$ cat src/rtl/dpwm_pkg.sv
package dpwm_pkg;
  // Which source currently drives the gate output
  typedef enum logic [1:0] {
    SRC_MOD  = 2'd0,
    SRC_FULL = 2'd1,
    SRC_ON   = 2'd2,
    SRC_OFF  = 2'd3
  } pwm_src_e;

  // Raised-period test: the reversed sequence value compared with the fraction
  function automatic logic dither_raise(input logic [7:0] rev, input logic [7:0] frac);
    return rev < frac;
  endfunction
endpackage

$ cat src/rtl/dpwm_dither_seq.sv
module dpwm_dither_seq #(
  parameter int FINE_W = 5
) (
  input  logic              clk_i,
  input  logic              rst_ni,
  input  logic              step_i,
  input  logic [FINE_W-1:0] frac_i,
  input  logic              en_i,
  output logic              hit_o
);
  logic [FINE_W-1:0] seq_q;
  logic [FINE_W-1:0] seq_rev;

  // Bit-reversed view spreads raised periods evenly over the sequence
  for (genvar b = 0; b < FINE_W; b++) begin : g_rev
    assign seq_rev[b] = seq_q[FINE_W-1-b];
  end

  assign hit_o = en_i && dpwm_pkg::dither_raise(8'(seq_rev), 8'(frac_i));

  always_ff @(posedge clk_i) begin
    if (!rst_ni)     seq_q <= '0;
    else if (step_i) seq_q <= seq_q + 1'b1;
  end
endmodule

$ cat src/rtl/dpwm_code_reg.sv
module dpwm_code_reg #(
  parameter int COARSE_W = 5
) (
  input  logic                clk_i,
  input  logic                rst_ni,
  input  logic                load_i,
  input  logic [COARSE_W-1:0] coarse_i,
  input  logic                hit_i,
  output logic [COARSE_W:0]   code_o
);
  logic [COARSE_W:0] code_q;

  always_ff @(posedge clk_i) begin
    if (!rst_ni)     code_q <= '0;
    else if (load_i) code_q <= {1'b0, coarse_i} + (COARSE_W+1)'(hit_i);
  end

  assign code_o = code_q;
endmodule

$ cat src/rtl/dpwm_tap_select.sv
module dpwm_tap_select #(
  parameter int COARSE_W = 5
) (
  input  logic [COARSE_W:0]          code_i,
  input  logic [(1<<COARSE_W)-1:0]   phase_i,
  input  logic                       force_on_i,
  input  logic                       force_off_i,
  output logic                       pwm_o,
  output dpwm_pkg::pwm_src_e         src_o
);
  logic tap_sel;
  assign tap_sel = phase_i[code_i[COARSE_W-1:0]];

  always_comb begin
    if (force_off_i)          src_o = dpwm_pkg::SRC_OFF;
    else if (force_on_i)      src_o = dpwm_pkg::SRC_ON;
    else if (code_i[COARSE_W]) src_o = dpwm_pkg::SRC_FULL;
    else                      src_o = dpwm_pkg::SRC_MOD;
  end

  always_comb begin
    unique case (src_o)
      dpwm_pkg::SRC_OFF:  pwm_o = 1'b0;
      dpwm_pkg::SRC_ON:   pwm_o = 1'b1;
      dpwm_pkg::SRC_FULL: pwm_o = 1'b1;
      default:            pwm_o = ~tap_sel;
    endcase
  end
endmodule

$ cat src/rtl/dpwm_dither_gen.sv
module dpwm_dither_gen #(
  parameter int COARSE_W = 5,
  parameter int FINE_W   = 5
) (
  input  logic                           clk_i,
  input  logic                           rst_ni,
  input  logic [(1<<COARSE_W)-1:0]       phase_i,
  input  logic                           period_end_i,
  input  logic [COARSE_W+FINE_W-1:0]     duty_i,
  input  logic                           dith_en_i,
  input  logic                           force_on_i,
  input  logic                           force_off_i,
  output logic                           pwm_o
);
  localparam int DutyW = COARSE_W + FINE_W;

  logic [COARSE_W-1:0] coarse_cmd;
  logic [FINE_W-1:0]   fine_cmd;
  logic                raise_hit;
  logic [COARSE_W:0]   code_eff;
  dpwm_pkg::pwm_src_e  pwm_src;

  assign coarse_cmd = duty_i[DutyW-1:FINE_W];
  assign fine_cmd   = duty_i[FINE_W-1:0];

  dpwm_dither_seq #(.FINE_W(FINE_W)) u_seq (
    .clk_i  (clk_i),
    .rst_ni (rst_ni),
    .step_i (period_end_i),
    .frac_i (fine_cmd),
    .en_i   (dith_en_i),
    .hit_o  (raise_hit)
  );

  dpwm_code_reg #(.COARSE_W(COARSE_W)) u_code (
    .clk_i    (clk_i),
    .rst_ni   (rst_ni),
    .load_i   (period_end_i),
    .coarse_i (coarse_cmd),
    .hit_i    (raise_hit),
    .code_o   (code_eff)
  );

  dpwm_tap_select #(.COARSE_W(COARSE_W)) u_sel (
    .code_i      (code_eff),
    .phase_i     (phase_i),
    .force_on_i  (force_on_i),
    .force_off_i (force_off_i),
    .pwm_o       (pwm_o),
    .src_o       (pwm_src)
  );
endmodule

$ cat config.mk
export PLATFORM = sky130hd
export DESIGN_NAME = dpwm_dither_gen
export DESIGN_NICKNAME = d
export VERILOG_FILES = /design/src/rtl/dpwm_pkg.sv /design/src/rtl/dpwm_dither_seq.sv /design/src/rtl/dpwm_code_reg.sv /design/src/rtl/dpwm_tap_select.sv /design/src/rtl/dpwm_dither_gen.sv
export SDC_FILE = /design/constraint.sdc
export NUM_CORES = 1
export LEC_CHECK = 0
export BUFFER_PORTS_ARGS = -buffer_cell sky130_fd_sc_hd__buf_4
export CORE_UTILIZATION = 45
export DETAILED_ROUTE_END_ITERATION = 10
export PLACE_DENSITY = 0.79
export SYNTH_ARGS = -nofsm -noshare
export SYNTH_HDL_FRONTEND = slang
export SYNTH_SLANG_ARGS = --single-unit
$ cat constraint.sdc
create_clock -name clk_i -period 3.3 [get_ports clk_i]
set_clock_uncertainty 0.1 [all_clocks]
set_input_delay 0.825 -clock clk_i [delete_from_list [all_inputs] [get_ports clk_i]]
set_output_delay 0.825 -clock clk_i [all_outputs]
set_load 0.01 [all_outputs]
=== Word level (Yosys, flattened, before mapping) ===
Cells that the tools add are included.

* Input bits: 48
* Output and inout bits: 1
* Word-level logic and storage cells: 18
* Register bits after elaboration: 11

* Muxes and demuxes: 6
* Reduce and logical (&&, ||, !) cells: 2
* Bitwise operators: 1
* Equality and inequality tests: 3
* Add/subtract/negate cells: 2
* Magnitude comparators: 2

{| class="wikitable"
|+ Operators by type and width
! cell !! number
|-
| adder 5 x 1 -> 6 bit || 1
|-
| less-than comparator 5 x 6 -> 1 bit, second input constant || 1
|-
| adder 5 x 1 -> 5 bit, second input constant || 1
|-
| binary-select mux 1 bit (select 5 bit) || 1
|-
| less-than comparator 5 bit || 1
|-
| == test 2 bit, second input constant || 2
|-
| 2-to-1 mux 2 bit || 2
|-
| == test 2 x 1 -> 1 bit, second input constant || 1
|-
| 2-to-1 mux 1 bit || 2
|-
| one-hot mux 1 bit (2 select lines) || 1
|-
| OR reduction 2 bit || 1
|-
| logical AND 1 bit || 1
|-
| NOT 1 bit || 1
|}

=== Depth between registers and ports, before layout ===
Gate-level depths: netlist of the first run.

* Depth in word-level cells: 6
* Gate-level depth with buffers: 12
* Mapped depth without buffers: 12

=== Hierarchy ===
A second synthesis of the first run with hierarchy kept.

* Cell total of the unflattened synthesis: 110
* Area total of the unflattened synthesis: 965.9 um^2

{| class="wikitable"
|+ Modules (own cells, without submodules)
! module !! cells an instance !! times used !! area each (um^2) !! seq. area each (um^2)
|-
| dpwm_tap_select || 48 || 1 || 376.6 || 0.0
|-
| dpwm_dither_seq || 34 || 1 || 307.8 || 100.1
|-
| dpwm_code_reg || 28 || 1 || 281.5 || 120.1
|}

=== Worst setup path before layout of the first run ===
OpenSTA, ideal clock, no wires.

* Kind: input port to flip-flop
* Start: input port duty_i[1]
* End: register u_code.code_q[4] (netlist: u_code.code_o[4])
* Stages: 12
* Path buffers: 0
* Arrival time: 2.418 ns
* Required time: 3.084 ns
* Setup slack: 0.666 ns
* Cells stage by stage: inv_1 > ha_1 > a21o_1 > a21o_1 > a21o_1 > a21oi_1 > ha_1 > ha_1 > nand3_1 > xor2_1 > nand2_1 > o211a_1

* Longest elaborated chain between the ends: 3

{| class="wikitable"
|+ RTL lines
! element !! RTL line !! RTL
|-
| from (decl) || dpwm_dither_gen.sv:9 || <nowiki>input logic [COARSE_W+FINE_W-1:0] duty_i,</nowiki>
|-
| less-than comparator 5 bit || dpwm_pkg.sv:12 || <nowiki>return rev < frac;</nowiki>
|-
| logical AND 1 bit || dpwm_dither_seq.sv:19 || <nowiki>assign hit_o = en_i && dpwm_pkg::dither_raise(8'(seq_rev), 8'(frac_i));</nowiki>
|-
| adder 5 x 1 -> 6 bit || dpwm_code_reg.sv:15 || <nowiki>else if (load_i) code_q <= {1'b0, coarse_i} + (COARSE_W+1)'(hit_i);</nowiki>
|-
| to (signal assigned) || dpwm_code_reg.sv:15 ||
|-
| to (decl) || dpwm_code_reg.sv:11 || <nowiki>logic [COARSE_W:0] code_q;</nowiki>
|}

Every way passes these cells.
A chain may end at the register's enable or synchronous reset.

=== Final worst setup path of the first run ===
* Start: register u_code.code_q[0] (netlist: u_code.code_o[0])
* End: output port pwm_o

* Longest elaborated chain between the ends: 4

{| class="wikitable"
|+ RTL lines
! element !! RTL line !! RTL
|-
| binary-select mux 1 bit (select 5 bit) || dpwm_tap_select.sv:12 || <nowiki>assign tap_sel = phase_i[code_i[COARSE_W-1:0]];</nowiki>
|-
| 2-to-1 mux 1 bit (implied by the code) || dpwm_tap_select.sv:12 ||
|-
| NOT 1 bit || dpwm_tap_select.sv:26 || <nowiki>default: pwm_o = ~tap_sel;</nowiki>
|-
| one-hot mux 1 bit (2 select lines) || dpwm_tap_select.sv:22 || <nowiki>unique case (src_o)</nowiki>
|-
| to (decl) || dpwm_dither_gen.sv:13 || <nowiki>output logic pwm_o</nowiki>
|}

Every way passes these cells. The select of a mux whose other input is x is not followed.

==> metrics, run 1 <==
hold crit path type=register to register; hpwl dp=1820 µm; cell family with most CP delay=compound AO/OA/AOI/OAI gates; slack of the critical path=485 ps; Setup violations, final=0; DRT antenna net count=0; cts hold-fix bufs=0; CTS root buf=clkbuf_4; PostCTS Resize Cnt=0; most used cell, CP=buf_4; Setup Crit Path Kind=register to output pin; global placement routability congestion=a little under 0.8; I/O Buffers=between 40 and 50; Initial DRC Count=8; post-route DRC violation count=0; startpoint class of the critical path=register; die extent in y=between 40 and 50 µm; max_slew headroom=0.825; first-pass GRT wire length=about 3900 µm; Crit. End Element=output pin; Final Hold Vio Count=0; CTS HTree Levels=1; YS warnings=0; antenna diode count=0; Final Critical Period=approximately 2800 ps; gr usage total=0.208; CTS Sinks=11; critical path, cell by cell=buf_4 > mux2i_1 > a311oi_1 > nand3_1 > o21ai_1 > o41ai_2 > buf_4; Mapped Nets=about 160; Detailed Route WL=2220 µm; Tcrit/Tclk final=0.853; Yosys cell types=30; Critical-path top delay cell=dfxtp_1; Via Count=944; RSZ-0062 raised after global routing=false; TritonCTS clock tree=built; DP Cell Count=179; total power=0.000377 W; Pwr Density=278 nW/µm²; buffer and inverter count on the worst path=2; Area growth syn-to-layout=39.7%; largest net degree at the start of global routing=17; IO Count=49; Clock Path Buffers=2; number of max-cap violations=0; Starting Density=0.484; die area=2340 µm²; Setup TNS=0 ps; Inserted Clock Buffers=3; Skew-Pair Late Insertion Delay=270 ps; initial antenna violation count=0; sequential area share after synthesis=0.227; Layout Nets=roughly 210; Least-Margin Pin Slew=262 ps; FP Rows=16; largest fanout on the critical path=16; FF+latch count, synth=11; status=complete, no violations; Die X=roughly 48 µm; Non-Filler Instances=183; routed wire length per instance=approximately 12 µm; critical path arrival=approximately 1900 ps; DRT Pass-1 Iters=4; Via density=5.16; Reg clk slew, reported paths=~70 ps; mapped cell area=about 970 µm²; CP required=2370 ps; Overflow after GRT=0; Pins Over Slew Limit=0; Setup WS pre-CTS=382 ps; Lkg Pwr=0.677 nW; vias in the first global route=between 900 and 1000; CP peak stage delay=~340 ps; layout cells sized above 1=0.359; Mapped Cells=~110; postcts setup bufs=0; Max Clock Freq=between 300 and 400 MHz; Mean Syn Cell Area=8.97 µm²; Max IR drop VDD=0.236 mV; core area=2000 µm²
-- per-layer routing --
metal / track usage / up-vias / part of all wire
met3: 0.0377 / 2 / 0.062
met1: 0.242 / 423 / 0.42
met5: 0 / - / 0
met4: 0.0588 / 0 / 0.0095
met2: 0.387 / 35 / 0.51
li1: - / 484 / -
-- path summary, 6_finish.rpt --
kind,start,to,slack [ps],cells past startpoint
max,u_code.code_o[0]$_SDFFE_PN0P_,pwm_o,480,7
min,u_code.code_o[0]$_SDFFE_PN0P_,u_code.code_o[0]$_SDFFE_PN0P_,430,2
min reg2reg,u_code.code_o[0]$_SDFFE_PN0P_,u_code.code_o[0]$_SDFFE_PN0P_,430,2
max reg2reg,u_seq.seq_q[3]$_SDFFE_PN0P_,u_code.code_o[4]$_SDFFE_PN0P_,1020,11
-- power by group --
part	internal (W)	leakage, nW	switching (W)	total (W)
clock	0.0000469	0.0150	0.0000478	0.0000946
sequential	0.000140	0.0902	0.00000993	0.000150
combinational	0.0000795	0.572	0.0000523	0.000132
-- cells by family after synthesis --
kind of cell	after synthesis	synth area share
xor+xnor	7	0.0633
buf+inv	12	0.0724
compound gates	18	0.145
flops	11	0.227
mux	19	0.196
fa+ha+maj	8	0.103
simple gates	33	0.193
-- synthesized netlist by cell type, drive strengths merged --
library cell	count	share of area
a311oi	1	0.0090
xnor2	4	0.036
mux2i	19	0.20
nand3	5	0.026
inv	7	0.027
buf	3	0.037
o211a	3	0.031
and2	5	0.032
nand2b	2	0.013
a21o	3	0.023
nand4b	2	0.018
and3	1	0.0078
o21ai	1	0.0052
o22ai	1	0.0065
a22oi	4	0.031
a31oi	1	0.0065
ha	8	0.10
a21oi	3	0.015
nor2b	4	0.028
nand2	8	0.031
dfxtp	11	0.23
clkbuf	2	0.0078
xor2	3	0.027
o41ai	1	0.017
and2b	1	0.0090
nand4	3	0.019
nor2	2	0.0078
-- worst reg2reg max path: stages (launching register included) --
cell and delay, ps:
dfxtp_1 380, ha_1 250, a21o_1 160, a21o_1 180, a21o_1 170, a21oi_1 140
ha_1 190, ha_1 180, nand3_1 90, xor2_1 160, nand2_1 80, o211a_1 110
-- flip-flops by register name, summed over array words and instances (netlist names) --
register / count
u_code.code_o: 6
u_seq.seq_q: 5
-- through the flow --
step,cell area (µm²),hold slack (ps),utilization
after CTS,1350,430,0.676
final,1350,432,0.676
after floorplan,968,408,-
after detailed placement,1330,414,0.663
after global placement,1330,405,0.663
after global routing,1350,477,0.676
-- cell usage in the layout, fill, tap and decap left out, types with 2 or more instances in the layout --
cell type,instances
nor2_1,2
dfxtp_1,11
buf_4,49
o211a_1,3
a22oi_1,4
nand2_1,8
nor2b_1,3
ha_1,8
nand3_1,5
nand4_1,3
a21oi_1,3
inv_1,7
nand2b_1,2
and2_1,5
xnor2_1,4
mux2i_1,19
nand4b_1,2
clkbuf_4,3
xor2_1,3
a21o_1,3
-- area by class of cell --
| type | count | area [µm²] |
|---|---|---|
| Inverter | 7 | 26.3 |
| Clock buffer | 4 | 26.3 |
| Fill cell | 182 | 649 |
| Tap cell | 27 | 33.8 |
| Timing Repair Buffer | 49 | 368 |
| Multi-Input combinational cell | 85 | 678 |
| Sequential cell | 11 | 220 |
No activity file was read; power rests on OpenSTA's default activity.
==> run 2: changes to the inputs <==
- CAP_MARGIN: unset -> 30
- clock period: 3.3 -> 3.2 ns (I/O delays scaled with it)
==> metrics, run 2 (synthesis gave the netlist of run 1 again) <==
Clock Path Buffers=2; gr usage total=0.192; Setup TNS=0 ps; Via Count=936; CTS root buf=clkbuf_4; total power=0.000385 W; critical path arrival=approximately 1900 ps; postcts setup bufs=0; largest fanout on the critical path=16; fillers=185; DRT Pass-1 Iters=3; TritonCTS clock tree=built; Initial DRC Count=11; Least-Margin Pin Slew=255 ps; Starting Density=0.484; die area=2340 µm²; Overflow after GRT=0; first-pass GRT wire length=3620 µm; Reg2Reg Depth=11; Worst Setup SP=u_code.code_o[0]$_SDFFE_PN0P_; startpoint class of the critical path=register; Non-Filler Instances=183; core area=about 2000 µm²; FP Rows=16; DRT antenna net count=0; commonest non-fill, non-tap cells in the layout=buf_4 (49), mux2i_1 (19), dfxtp_1 (11); Die X=48.4 µm; PostCTS Resize Cnt=0; post-route DRC violation count=0; clock network fraction of total power=0.248; final core utilization=0.676; Pwr Density=284 nW/µm²; commonest non-fill, non-tap cell in the layout=buf_4; sw frac=0.286; most used cell, CP=buf_4; die extent in y=48.4 µm; Layout Nets=213; I/O Buffers=48; Setup violations, final=0; vias in the first global route=927; max_slew headroom=0.828; Lkg Pwr=0.677 nW; cts hold-fix bufs=0; RSZ-0062 raised after global routing=false; Max IR drop VDD=~0.25 mV; Flop pwr share=0.403; Setup Crit Path Kind=register to output pin; hold crit path type=register to register; Final Hold Vio Count=0; Via density=5.11; IO Count=between 40 and 50; Final Critical Period=2790 ps; Gate power share=0.349; critical path, cell by cell=buf_4 > mux2i_1 > a22oi_1 > nand4b_1 > o21ai_1 > o41ai_2 > buf_4; Inserted Clock Buffers=3; Critical-path top delay cell=dfxtp_1; CP required=around 2300 ps; RR Endpoint=u_code.code_o[4]$_SDFFE_PN0P_; Crit. End Element=output pin; number of max-cap violations=0; initial antenna violation count=0; CTS Sinks=11; P_sw=0.000110 W; Skew-Pair Late Insertion Delay=270 ps; CP endpoint=pwm_o; Reg clk slew, reported paths=70 ps; Max Clock Freq=358 MHz; R2R Setup Slk=around 950 ps; Power Internal=between 0.0002 and 0.0003 W; CTS HTree Levels=1; DP Cell Count=179; routed wire length per instance=11.4 µm; Worst Hold Path Cells=2; Pins Over Slew Limit=0; largest net degree at the start of global routing=17; status=complete, no violations; Tcrit/Tclk final=0.873; hpwl dp=1690 µm; CP peak stage delay=330 ps; global placement routability congestion=roughly 0.77; antenna diode count=0; reg2reg start=u_seq.seq_q[3]$_SDFFE_PN0P_; Area growth syn-to-layout=39.7%; Detailed Route WL=roughly 2100 µm; max reg flops=6; layout cells sized above 1=0.359
run 2: cell counts in the layout (fill, tap and decap cells not counted):
Identical to the previous run, type by type.
run 2: critical path: cells and delay by family, from the launching register on:
family          cells  cell delay [ps]
buf+inv             2              440
mux                 1              220
compound gates      3              510
flops               1              330
simple gates        1              110
run 2: power groups by stage:
stage | Clock, W | Combinational (W) | Sequential (W)
after global routing | 0.000110 | 0.000149 | 0.000157
after CTS | 0.0000981 | 0.000136 | 0.000155
after floorplan | 0 | 0.0000822 | 0.000155
after global placement | 0 | 0.000132 | 0.000157
final | 0.0000955 | 0.000134 | 0.000155
after detailed placement | 0 | 0.000136 | 0.000158
run 2: worst min-delay path by stage:
| stage | endpoint | slack (ps) | from |
|---|---|---|---|
| final | u_code.code_o[0]$_SDFFE_PN0P_ | 420 | u_code.code_o[0]$_SDFFE_PN0P_ |
| after global routing | u_code.code_o[0]$_SDFFE_PN0P_ | 460 | u_code.code_o[0]$_SDFFE_PN0P_ |
| after CTS | u_code.code_o[0]$_SDFFE_PN0P_ | 430 | u_code.code_o[0]$_SDFFE_PN0P_ |
| after detailed placement | u_code.code_o[0]$_SDFFE_PN0P_ | 420 | u_code.code_o[0]$_SDFFE_PN0P_ |
| after global placement | u_code.code_o[0]$_SDFFE_PN0P_ | 400 | u_code.code_o[0]$_SDFFE_PN0P_ |
| after floorplan | u_code.code_o[3]$_SDFFE_PN0P_ | 410 | u_code.code_o[3]$_SDFFE_PN0P_ |
run 2: metrics by stage:
step	hold WS [ps]	worst slack, ps	area [µm²]
6_report	422	406	1350
5_1_grt	458	253	1350
3_5_place_dp	417	373	1330
4_1_cts	429	395	1350
2_1_floorplan	408	591	968
3_3_place_gp	405	434	1330
run 2: layout make-up:
type	count	area, µm²	area share
Tap cell	27	33.8	0.0250
Clock buffer	4	26.3	0.0194
Sequential cell	11	220	0.163
Multi-Input combinational cell	85	678	0.501
Timing Repair Buffer	49	368	0.272
Inverter	7	26.3	0.0194
run 2: routing by layer:
metal | vias up | share of wire | GRT usage
li1 | 486 | - | -
met1 | 423 | 0.44 | 0.230
met2 | 25 | 0.50 | 0.331
met3 | 2 | 0.051 | 0.0597
met4 | 0 | 0.0033 | 0.0539
met5 | - | 0 | 0
